## src/rtl/lxs_pkg.sv

```systemverilog
package lxs_pkg;
    localparam int VAL_W  = 32;
    localparam int BYTE_W = 8;
    localparam int CNT_W  = 3;

    typedef enum logic {
        XS_IDLE = 1'b0,
        XS_RUN  = 1'b1
    } xs_state_e;

    typedef struct packed {
        logic rd;
        logic lng;
    } xfer_mode_t;

    function automatic logic [CNT_W-1:0] byte_total(input logic lng);
        return lng ? CNT_W'(4) : CNT_W'(2);
    endfunction
endpackage

```

## src/rtl/lxs_ctrl.sv

```systemverilog
module lxs_ctrl
    import lxs_pkg::*;
(
    input  logic       clk,
    input  logic       rst,
    input  logic       start,
    input  xfer_mode_t mode_in,
    input  logic       ack,
    output logic       load,
    output logic       adv,
    output logic       busy,
    output logic       done,
    output xfer_mode_t mode_q
);
    xs_state_e        state_q;
    logic [CNT_W-1:0] left_q;
    logic             last;

    assign busy = (state_q == XS_RUN);
    assign load = start && (state_q == XS_IDLE);
    assign adv  = busy && ack;
    assign last = (left_q == CNT_W'(1));

    always_ff @(posedge clk) begin
        if (rst) begin
            state_q <= XS_IDLE;
            left_q  <= '0;
            done    <= 1'b0;
            mode_q  <= '0;
        end else begin
            done <= 1'b0;
            if (load) begin
                state_q <= XS_RUN;
                left_q  <= byte_total(mode_in.lng);
                mode_q  <= mode_in;
            end else if (adv) begin
                left_q <= left_q - CNT_W'(1);
                if (last) begin
                    state_q <= XS_IDLE;
                    done    <= 1'b1;
                end
            end
        end
    end
endmodule

```

## src/rtl/lxs_addr_gen.sv

```systemverilog
module lxs_addr_gen #(
    parameter int AW     = 24,
    parameter int DISP_W = 16,
    parameter int STEP   = 2
) (
    input  logic              clk,
    input  logic              rst,
    input  logic              load,
    input  logic              adv,
    input  logic [AW-1:0]     base,
    input  logic [DISP_W-1:0] disp,
    output logic [AW-1:0]     addr_q
);
    localparam int EXT_W = AW - DISP_W;

    logic [AW-1:0] disp_ext;
    assign disp_ext = {{EXT_W{disp[DISP_W-1]}}, disp};

    always_ff @(posedge clk) begin
        if (rst) begin
            addr_q <= '0;
        end else if (load) begin
            addr_q <= base + disp_ext;
        end else if (adv) begin
            addr_q <= addr_q + AW'(STEP);
        end
    end
endmodule

```

## src/rtl/lxs_byte_shifter.sv

```systemverilog
module lxs_byte_shifter
    import lxs_pkg::*;
(
    input  logic              clk,
    input  logic              rst,
    input  logic              load,
    input  logic              adv,
    input  xfer_mode_t        mode_in,
    input  xfer_mode_t        mode_q,
    input  logic [VAL_W-1:0]  wr_val,
    input  logic [VAL_W-1:0]  cur_val,
    input  logic [BYTE_W-1:0] rbyte,
    output logic [BYTE_W-1:0] wbyte,
    output logic [VAL_W-1:0]  value_q
);
    localparam int HALF_W = VAL_W / 2;

    assign wbyte = mode_q.lng ? value_q[VAL_W-1 -: BYTE_W]
                              : value_q[HALF_W-1 -: BYTE_W];

    always_ff @(posedge clk) begin
        if (rst) begin
            value_q <= '0;
        end else if (load) begin
            value_q <= mode_in.rd ? cur_val : wr_val;
        end else if (adv) begin
            if (mode_q.lng)
                value_q <= {value_q[VAL_W-BYTE_W-1:0], rbyte};
            else
                value_q <= {value_q[VAL_W-1:HALF_W],
                            value_q[HALF_W-BYTE_W-1:0], rbyte};
        end
    end
endmodule

```

## src/rtl/lane_xfer_seq.sv

```systemverilog
module lane_xfer_seq
    import lxs_pkg::*;
#(
    parameter int AW     = 24,
    parameter int DISP_W = 16,
    parameter int STEP   = 2
) (
    input  logic              clk,
    input  logic              rst,
    input  logic              start,
    input  logic              rd_dir,
    input  logic              size_long,
    input  logic [AW-1:0]     base_addr,
    input  logic [DISP_W-1:0] disp,
    input  logic [VAL_W-1:0]  wr_val,
    input  logic [VAL_W-1:0]  cur_val,
    output logic [AW-1:0]     bus_addr,
    output logic [BYTE_W-1:0] bus_wdata,
    input  logic [BYTE_W-1:0] bus_rdata,
    output logic              bus_stb,
    output logic              bus_we,
    input  logic              bus_ack,
    output logic              busy,
    output logic              done,
    output logic [VAL_W-1:0]  rd_result
);
    xfer_mode_t mode_in, mode_q;
    logic       load, adv;

    assign mode_in = '{rd: rd_dir, lng: size_long};

    lxs_ctrl u_ctrl (
        .clk(clk), .rst(rst), .start(start), .mode_in(mode_in), .ack(bus_ack),
        .load(load), .adv(adv), .busy(busy), .done(done), .mode_q(mode_q)
    );

    lxs_addr_gen #(.AW(AW), .DISP_W(DISP_W), .STEP(STEP)) u_addr (
        .clk(clk), .rst(rst), .load(load), .adv(adv),
        .base(base_addr), .disp(disp), .addr_q(bus_addr)
    );

    lxs_byte_shifter u_shift (
        .clk(clk), .rst(rst), .load(load), .adv(adv),
        .mode_in(mode_in), .mode_q(mode_q),
        .wr_val(wr_val), .cur_val(cur_val), .rbyte(bus_rdata),
        .wbyte(bus_wdata), .value_q(rd_result)
    );

    assign bus_stb = busy;
    assign bus_we  = busy && !mode_q.rd;
endmodule

```

## config.mk

```make
export PLATFORM = sky130hd
export DESIGN_NAME = lane_xfer_seq
export DESIGN_NICKNAME = d
export VERILOG_FILES = /design/src/rtl/lxs_pkg.sv /design/src/rtl/lxs_ctrl.sv /design/src/rtl/lxs_addr_gen.sv /design/src/rtl/lxs_byte_shifter.sv /design/src/rtl/lane_xfer_seq.sv
export SDC_FILE = /design/constraint.sdc
export NUM_CORES = 1
export LEC_CHECK = 0
export ABC_AREA = 0
export CAP_MARGIN = 10
export CORE_MARGIN = 8
export CORE_UTILIZATION = 40
export DETAILED_ROUTE_END_ITERATION = 8
export PLACE_DENSITY_LB_ADDON = 0.3
export SYNTH_ARGS = -nofsm -noshare
export SYNTH_HDL_FRONTEND = slang
export SYNTH_SLANG_ARGS = --single-unit
export TNS_END_PERCENT = 50
```

## constraint.sdc

```tcl
create_clock -name clk -period 5.2 [get_ports clk]
set_clock_uncertainty 0.2 [all_clocks]
set_input_delay 0.52 -clock clk [delete_from_list [all_inputs] [get_ports clk]]
set_output_delay 0.52 -clock clk [all_outputs]
set_load 0.005 [all_outputs]
```

**Word level (Yosys, flattened, before mapping)**

Cells that the tools add are included.

- Bits in registers: 63
- Output and inout bits: 68
- Word-level logic and storage cells: 38

- Add/subtract/negate cells: 3
- Eq/ne operators: 1
- Muxes and demuxes: 14
- Bitwise gates (word level): 2
- Reductions and logical operators: 10

Operator list:

| operator | count |
|---|---|
| 32-bit 2-to-1 mux | 4 |
| 24-bit 2-to-1 mux | 2 |
| 24-bit by 2-bit adder with 24-bit output, second input constant | 1 |
| 24-bit adder | 1 |
| 3-bit 2-to-1 mux | 3 |
| 8-bit 2-to-1 mux | 1 |
| 2-bit nonzero test | 3 |
| 1-bit 2-to-1 mux | 4 |
| 2-bit AND reduction | 2 |
| 3-bit by 1-bit equality test with 1-bit output, second input constant | 1 |
| 1-bit logical AND | 3 |
| 3-bit OR reduction | 1 |
| 3-bit by 1-bit subtractor with 3-bit output, second input constant | 1 |
| 1-bit inverter | 2 |
| 1-bit logical NOT | 1 |

**Depth between registers and ports, before layout**

Gate-level depths: netlist (run 1).

- Word-level depth: 4
- Gate-level depth with buffers: 10

**By module**

A second synthesis (run 1) with hierarchy kept.

- Cell total of the unflattened synthesis: 558
- Area total of the unflattened synthesis: 4735.8 µm²

By module, submodules not included:

| module | instances | cells an instance | area an instance (µm²) |
|---|---|---|---|
| lxs_addr_gen | 1 | 330 | 2556.2 |
| lxs_byte_shifter | 1 | 191 | 1836.8 |
| lxs_ctrl | 1 | 35 | 321.6 |
| lane_xfer_seq | 1 | 2 | 21.3 |

**Least setup slack after synthesis (run 1)**

Ideal clock, no wire load.

- Kind: input -> register
- Start: input port base_addr[0]
- End: register u_addr.addr_q[20]
- Arrival time: 2337 ps
- Data required time: 4909 ps
- Setup slack: 2572 ps
- Cell stages on the path: 10
- Cell sequence: ha_1 > inv_1 > fa_1 > nand2b_1 > a21oi_2 > o21ai_1 > o21ai_4 > a21boi_2 > o311a_1 > a311oi_1

- Longest elaborated chain between the ends: 2

Ends and longest elaborated chain:

| element | line | RTL |
|---|---|---|
| start, declared | lane_xfer_seq.sv:13 | `input logic [AW-1:0] base_addr,` |
| 24-bit adder | lxs_addr_gen.sv:23 | `addr_q <= base + disp_ext;` |
| 24-bit 2-to-1 mux | lxs_addr_gen.sv:22 | `end else if (load) begin` |
| end signal, assigned | lxs_addr_gen.sv:23 |  |
| end signal, assigned | lxs_addr_gen.sv:25 | `addr_q <= addr_q + AW'(STEP);` |
| end, declared | lxs_addr_gen.sv:12 | `output logic [AW-1:0] addr_q` |

No other way between the ends.
A chain may end at the register's enable or synchronous reset.

**Worst setup path in the final report (run 1)**

Ends and elaborated chain as after synthesis.

==> flow_summary.yaml, run 1 <==
timing:
  setup_viol: 0
  final_max_slew_viol_count: 0
  slew_headroom_pct: 32.1
  fmax_mhz: 329
  hold_viol: 0
  min_period_ns: 3.04
  rsz0062_at_grt: "false"
  period_share_pct: 58.5
  worst_pin_slew_ns: 1.02
  final.setup.tns_ns: 0
synthesis:
  synth-seq-cells: 63
  netlist_top_cells_area: "dfxtp_1 27%, a211oi_1 7.7%, ha_1 6.9%"
  yosysTopAreaCellShare_pct: 26.8
  ys_warn_count: 0
  postSynth.asyncResetShare_pct: 0
  ys_types: 62
  synth_area_um2: 4710
  avgSynthCellArea_um2: 7.69
  synth-main-ff-cell: "dfxtp_1"
  yosysSeqAreaShare_pct: 26.8
  synth_cells: 612
  synth-edff-count: 0
  yosysMostFrequentCell: "nor2_1"
  synth_common_cells: "77 x nor2_1, 76 x nand2_1, 63 x dfxtp_1"
  synth_top_cell_by_area: "dfxtp_1"
  synth_nets: 757
placement:
  port-buffer-count: 185
  routabilityCongestion: 0.908
  dpl_cell_area_um2: 6590
  dpl.hpwl_mm: 12.3
power:
  switchingPower_uw: 489
  power.density_nw_per_um2: 245
  total_power_mw: 1.69
  p_int_mw: 1.20
  power_frac_seq_pct: 34.1
  switching_share_pct: 29.0
  total_leakage_power_nw: 2.60
  comb_power_share_pct: 30.6
  ir_drop_uv: 162
  p_clk_share_pct: 35.2
detailed_routing:
  vias: 5171
  wl_met1_mm: 6.80
  drtIter0Drc: 372
  viasPerCell: 5.62
  routedWlPerCell_um: 17.3
  drc: 0
  wl_met2_mm: 8.09
  maxUsedRoutingLayer: "met4"
  drtAntennaViolNets: 0
  wirelength_mm: 15.9
  firstDrtPassIters: 4
  routed-wl-met3_um: 745
global_routing:
  grt_pass1_wl_mm: 25.6
  grt_pass1_vias: 4991
  grt_use_total_pct: 19.5
  grt_overflow: 0
  grt_max_degree: 63
  grt_antenna_before_repair: 0
worst_setup_path:
  worst_setup_path_start_kind: "input port"
  r2r_end: "u_addr.addr_q[19]$_SDFFE_PP0P_"
  crit_chain: "clkdlybuf4s50_1 -> ha_1 -> inv_1 -> fa_1 -> nand2b_1 -> a21oi_2 -> o21ai_1 -> o21ai_4 -> a21boi_2 -> o311a_1 -> a311oi_1"
  critPathMaxFanout: 5
  critPathMaxStageDelay_ns: 0.46
  rrSetupSlack_ns: 2.75
  cp_top_family: "compound AO/OA/AOI/OAI gates"
  cp.required_ns: 5.22
  r2r-start: "u_ctrl.busy$_SDFFE_PP0P_"
  crit_buf_inv: 2
  cp.arrival_ns: 3.07
  r2r_cells: 8
  slowest_stage: "clkdlybuf4s50_1"
  worst-setup-path-type: "input port to flop"
  cp-end-kind: "flop"
die:
  rows: 39
  core_area_um2: 11500
  ioPinCount: 186
  die_y_um: 124
  initial_core_util_pct: 41.1
  die_w_um: 124
  die_area_um2: 15500
clocking:
  root_buffer: "clkbuf_16"
  ctsLongestPathBuffers: 2
  clkLatencyLatePin_ns: 0.32
  cts_tree: "done"
  htreeDepth: 3
  cts.sinks: 63
  hold_buffers: 0
  post_cts_buffers: 0
  numCtsBuffers: 9
  clk_pin_slew_ns: 0.05
  cts_resized: 0
flow_run:
  drv_cap: 0
run_status:
  status: "completed"
worst_hold_path:
  hold_depth: 2
  hold_path_class: "flop to flop"
  min_from: "u_ctrl.mode_q[1]$_SDFFE_PP0P_"
  holdPathEnd: "u_ctrl.mode_q[1]$_SDFFE_PP0P_"
finish:
  design_area_um2: 6900
  nets: 918
  fill_cells: 1025
  area_growth_pct: 46.6
  num_antenna_cells: 0
  drive_gt1_share_pct: 5.92
## power groups by stage
stage	sequential, mW	combinational [mW]	clock (mW)
final	0.577	0.518	0.595
after floorplan	0.575	0.274	0
after global routing	0.583	0.566	0.625
after global placement	0.584	0.506	0
after CTS	0.576	0.517	0.603
after detailed placement	0.586	0.514	0
## final cells by class
type	count	area [um^2]	area share [%]
clock buffer	12	256	3.72
inverter	7	26.3	0.381
multi-input combinational	501	3240	47.0
timing repair buffer	191	1890	27.4
clock inverter	3	42.5	0.616
sequential	63	1260	18.3
tap	143	179	2.59
## worst max-delay path by stage
| stage | slack, ns | depth (start not counted) | startpoint | to |
|---|---|---|---|---|
| floorplan | 2.57 | 10 | base_addr[0] | u_addr.addr_q[20]$_SDFFE_PP0P_ |
| global placement | 1.93 | 11 | base_addr[0] | u_addr.addr_q[20]$_SDFFE_PP0P_ |
| detailed placement | 1.86 | 11 | base_addr[0] | u_addr.addr_q[20]$_SDFFE_PP0P_ |
| CTS | 2.17 | 11 | base_addr[0] | u_addr.addr_q[20]$_SDFFE_PP0P_ |
| global route | 2.02 | 11 | base_addr[0] | u_addr.addr_q[20]$_SDFFE_PP0P_ |
| finish | 2.16 | 11 | base_addr[0] | u_addr.addr_q[20]$_SDFFE_PP0P_ |
## worst register-to-register path: cells and delay by family (launching register included)
kind	cells	cell delay [ns]
AO/OA/AOI/OAI	1	0.29
XOR/XNOR	1	0.16
buffers and inverters	1	0.31
flip-flops	1	0.52
AND/OR/NAND/NOR	5	0.85
## state kept, by name, summed over array words and instances (netlist names)
signal           count
u_ctrl.mode_q        2
u_ctrl.done          1
u_ctrl.busy          1
u_shift.value_q     32
u_addr.addr_q       24
u_ctrl.left_q        3
## placed cells by master, fill, tap and decap left out, types with 12 or more instances in the layout
cell type / synthesis / routed
a311oi_1: 20 / 20
nor3_1: 12 / 12
nand3_1: 15 / 15
dfxtp_1: 63 / 63
nor2b_1: 21 / 20
a211oi_1: 48 / 48
ha_1: 26 / 26
clkdlybuf4s50_1: 0 / 183
mux2i_1: 18 / 18
o21ai_0: 20 / 20
a21oi_1: 50 / 49
nor2_1: 77 / 77
xnor2_1: 18 / 18
nand2_1: 76 / 76
## logic make-up (layout without fill, tap and decap cells)
logic type      count (synthesis)  count (layout)  share of synthesized area, %
simple gates                  244             244                          24.3
compound gates                176             176                          26.0
flops                          63              63                          26.8
buf+inv                        48             213                          4.65
xor+xnor                       28              28                          5.21
fa+ha+maj                      27              27                          7.33
mux                            26              26                          5.74
## layer usage
layer | vias up | GRT usage, %
met5 | - | 0
met4 | 0 | 5.88
met3 | 22 | 3.66
met2 | 162 | 35.6
met1 | 2419 | 22.5
li1 | 2568 | -
## stage by stage
step	setup slack, ns	util, %	hold WS [ns]	cells
floorplan	2.57	-	0.237	612
global route	2.02	60.2	0.292	920
global placement	1.93	57.4	0.245	904
CTS	2.17	60.1	0.259	919
finish	2.16	60.2	0.257	920
detailed placement	1.86	57.4	0.253	904
Note: power is estimated with default switching activity, not from simulation.
==> run 2, diff against run 1 <==
clock period = 2.6 ns   (was 5.2 ns; I/O delays follow)
==> run 2 against run 1 <==
Effect of this change: hold slack got worse by 0.089 ns; clock power rose by 120%; largest cell class unchanged; register-to-register slack got worse by 2.4 ns; non-clock buffer count rose by 43; first-iteration DRC count fell by 13%; via count rose by 4.9%; largest power group unchanged; global-route usage rose by 1.4 points; sequential power rose by 99%; cell area rose by 6.3%; die area did not move; clock-buffer cell count fell by 3.
==> flow_summary.yaml, run 2 (synthesized netlist as in run 1, its figures left out) <==
clocking:
  hold_buffers: 0
  clk_pin_slew_ns: 0.06
  cts_tree: "done"
  htreeDepth: 3
  cts.sinks: 63
  ctsLongestPathBuffers: 2
  numCtsBuffers: 9
  root_buffer: "clkbuf_16"
  clkLatencyLatePin_ns: 0.32
worst_setup_path:
  critPathMaxStageDelay_ns: 0.41
  cp-end-kind: "flop"
  crit_chain: "clkdlybuf4s50_1 -> buf_4 -> ha_1 -> a21oi_1 -> nor2_1 -> o21ai_1 -> a31oi_1 -> o21ai_0 -> mux2i_1 -> o311ai_0"
  critPathMaxFanout: 3
  cp.arrival_ns: 2.48
  worst_setup_path_start_kind: "input port"
  crit_start: "base_addr[1]"
  cp.required_ns: 2.59
  slowest_stage: "clkdlybuf4s50_1"
  worst-setup-path-type: "input port to flop"
  r2r_cells: 7
  r2r-start: "u_addr.addr_q[8]$_SDFFE_PP0P_"
  rrSetupSlack_ns: 0.36
timing:
  worst_pin_slew_ns: 0.521
  period_share_pct: 95.6
  whs_ns: 0.168
  final.setup.tns_ns: 0
  min_period_ns: 2.49
  fmax_mhz: 402
  final_max_slew_viol_count: 0
  hold_viol: 0
  setup_viol: 0
  rsz0062_at_grt: "false"
  slew_headroom_pct: 65.2
detailed_routing:
  routed-wl-met3_mm: 1.04
  routedWlPerCell_um: 17.6
  drtAntennaViolNets: 0
  maxUsedRoutingLayer: "met4"
  firstDrtPassIters: 5
  vias: 5423
  drc: 0
  viasPerCell: 5.63
  drtIter0Drc: 322
  wl_met1_mm: 6.90
  wl_met2_mm: 8.68
  wirelength_mm: 17.0
global_routing:
  grt_antenna_before_repair: 0
  grt_use_total_pct: 21.0
  grt_pass1_wl_mm: 27.5
  grt_overflow: 0
  grt_pass1_vias: 5441
  grt_max_degree: 45
die:
  ioPinCount: 186
  initial_core_util_pct: 41.1
  die_area_um2: 15500
  core_area_um2: 11500
  die_w_um: 124
  rows: 39
  die_y_um: 124
finish:
  layout.cells.non_filler: 964
  num_antenna_cells: 0
  fill_cells: 984
  layout_common_cells: "181 x clkdlybuf4s50_1, 77 x nor2_1, 76 x nand2_1"
  biggestRegsByFlops: "u_shift.value_q: 32 flops, u_addr.addr_q: 24 flops, u_ctrl.left_q: 3 flops"
  area_growth_pct: 55.9
  largest_reg_flops: 32
  final_common_cell: "clkdlybuf4s50_1"
  drive_gt1_share_pct: 11.9
  multi_input_area_um2: 3290
  register_area_um2: 1260
  design_area_um2: 7340
  regMostFlops: "u_shift.value_q"
  nets: 961
power:
  power.density_nw_per_um2: 494
  ir_drop_uv: 331
  total_leakage_power_nw: 2.86
worst_hold_path:
  hold_path_class: "input port to flop"
  hold_depth: 3
  min_from: "rd_dir"
placement:
  dpl.hpwl_mm: 13.4
  routabilityCongestion: 0.920
  port-buffer-count: 185
  dpl_cell_area_um2: 6900
  place_inst: 942
flow_run:
  drv_cap: 0
run_status:
  status: "completed"
## run 2: where the power goes
| part | internal, mW | switching, mW | leakage (nW) | total [mW] |
|---|---|---|---|---|
| sequential | 1.05 | 0.103 | 0.519 | 1.15 |
| clock | 0.850 | 0.464 | 0.157 | 1.31 |
| combinational | 0.639 | 0.514 | 2.18 | 1.15 |
| total | 2.54 | 1.08 | 2.86 | 3.62 |
## run 2: worst max-delay path, delay by kind of cell
kind,cells,cell delay [ns]
mux,1,0.22
fa+ha+maj,1,0.27
compound gates,5,1.03
simple gates,1,0.15
buf+inv,2,0.54
## run 2: metal layers
layer | GRT usage [%] | vias up
li1 | - | 2650
met1 | 23.3 | 2532
met2 | 38.0 | 210
met3 | 4.94 | 31
met4 | 7.37 | 0
met5 | 0 | -
## run 2: through the flow
step                utilization (%)  setup WS, ns  power, mW
floorplan                         -         0.232       1.70
global placement               60.2        -0.335       2.26
global route                   64.0       0.00461       3.80
CTS                            63.5        0.0395       3.62
finish                         64.0         0.113       3.62
detailed placement             60.2        -0.423       2.28
## run 2: layout make-up
cell class,count,share of cell area [%]
clock inverters,7,1.40
well taps,143,2.44
clock buffers,9,3.07
repair buffers,234,30.7
multi-input cells,501,44.9
flip-flops and latches,63,17.2
inverters,7,0.358
## run 2: what timing repair did
action	in CTS	in global routing
gates resized for setup	8	5
setup endpoints to repair	2	6
pin swaps	4	7
setup buffers	2	3
gates cloned	0	0
## run 2: final timing paths
check	end
setup / recovery	u_addr.addr_q[17]$_SDFFE_PP0P_
hold / removal	u_ctrl.mode_q[1]$_SDFFE_PP0P_
setup reg to reg	u_addr.addr_q[16]$_SDFFE_PP0P_
hold reg to reg	u_addr.addr_q[0]$_SDFFE_PP0P_
==> run 3, diff against run 2 <==
CTS_CLUSTER_SIZE = 30   (was unset)
==> results of run 3 <==
Final layout, timing and power as in run 2 (identical DEF).
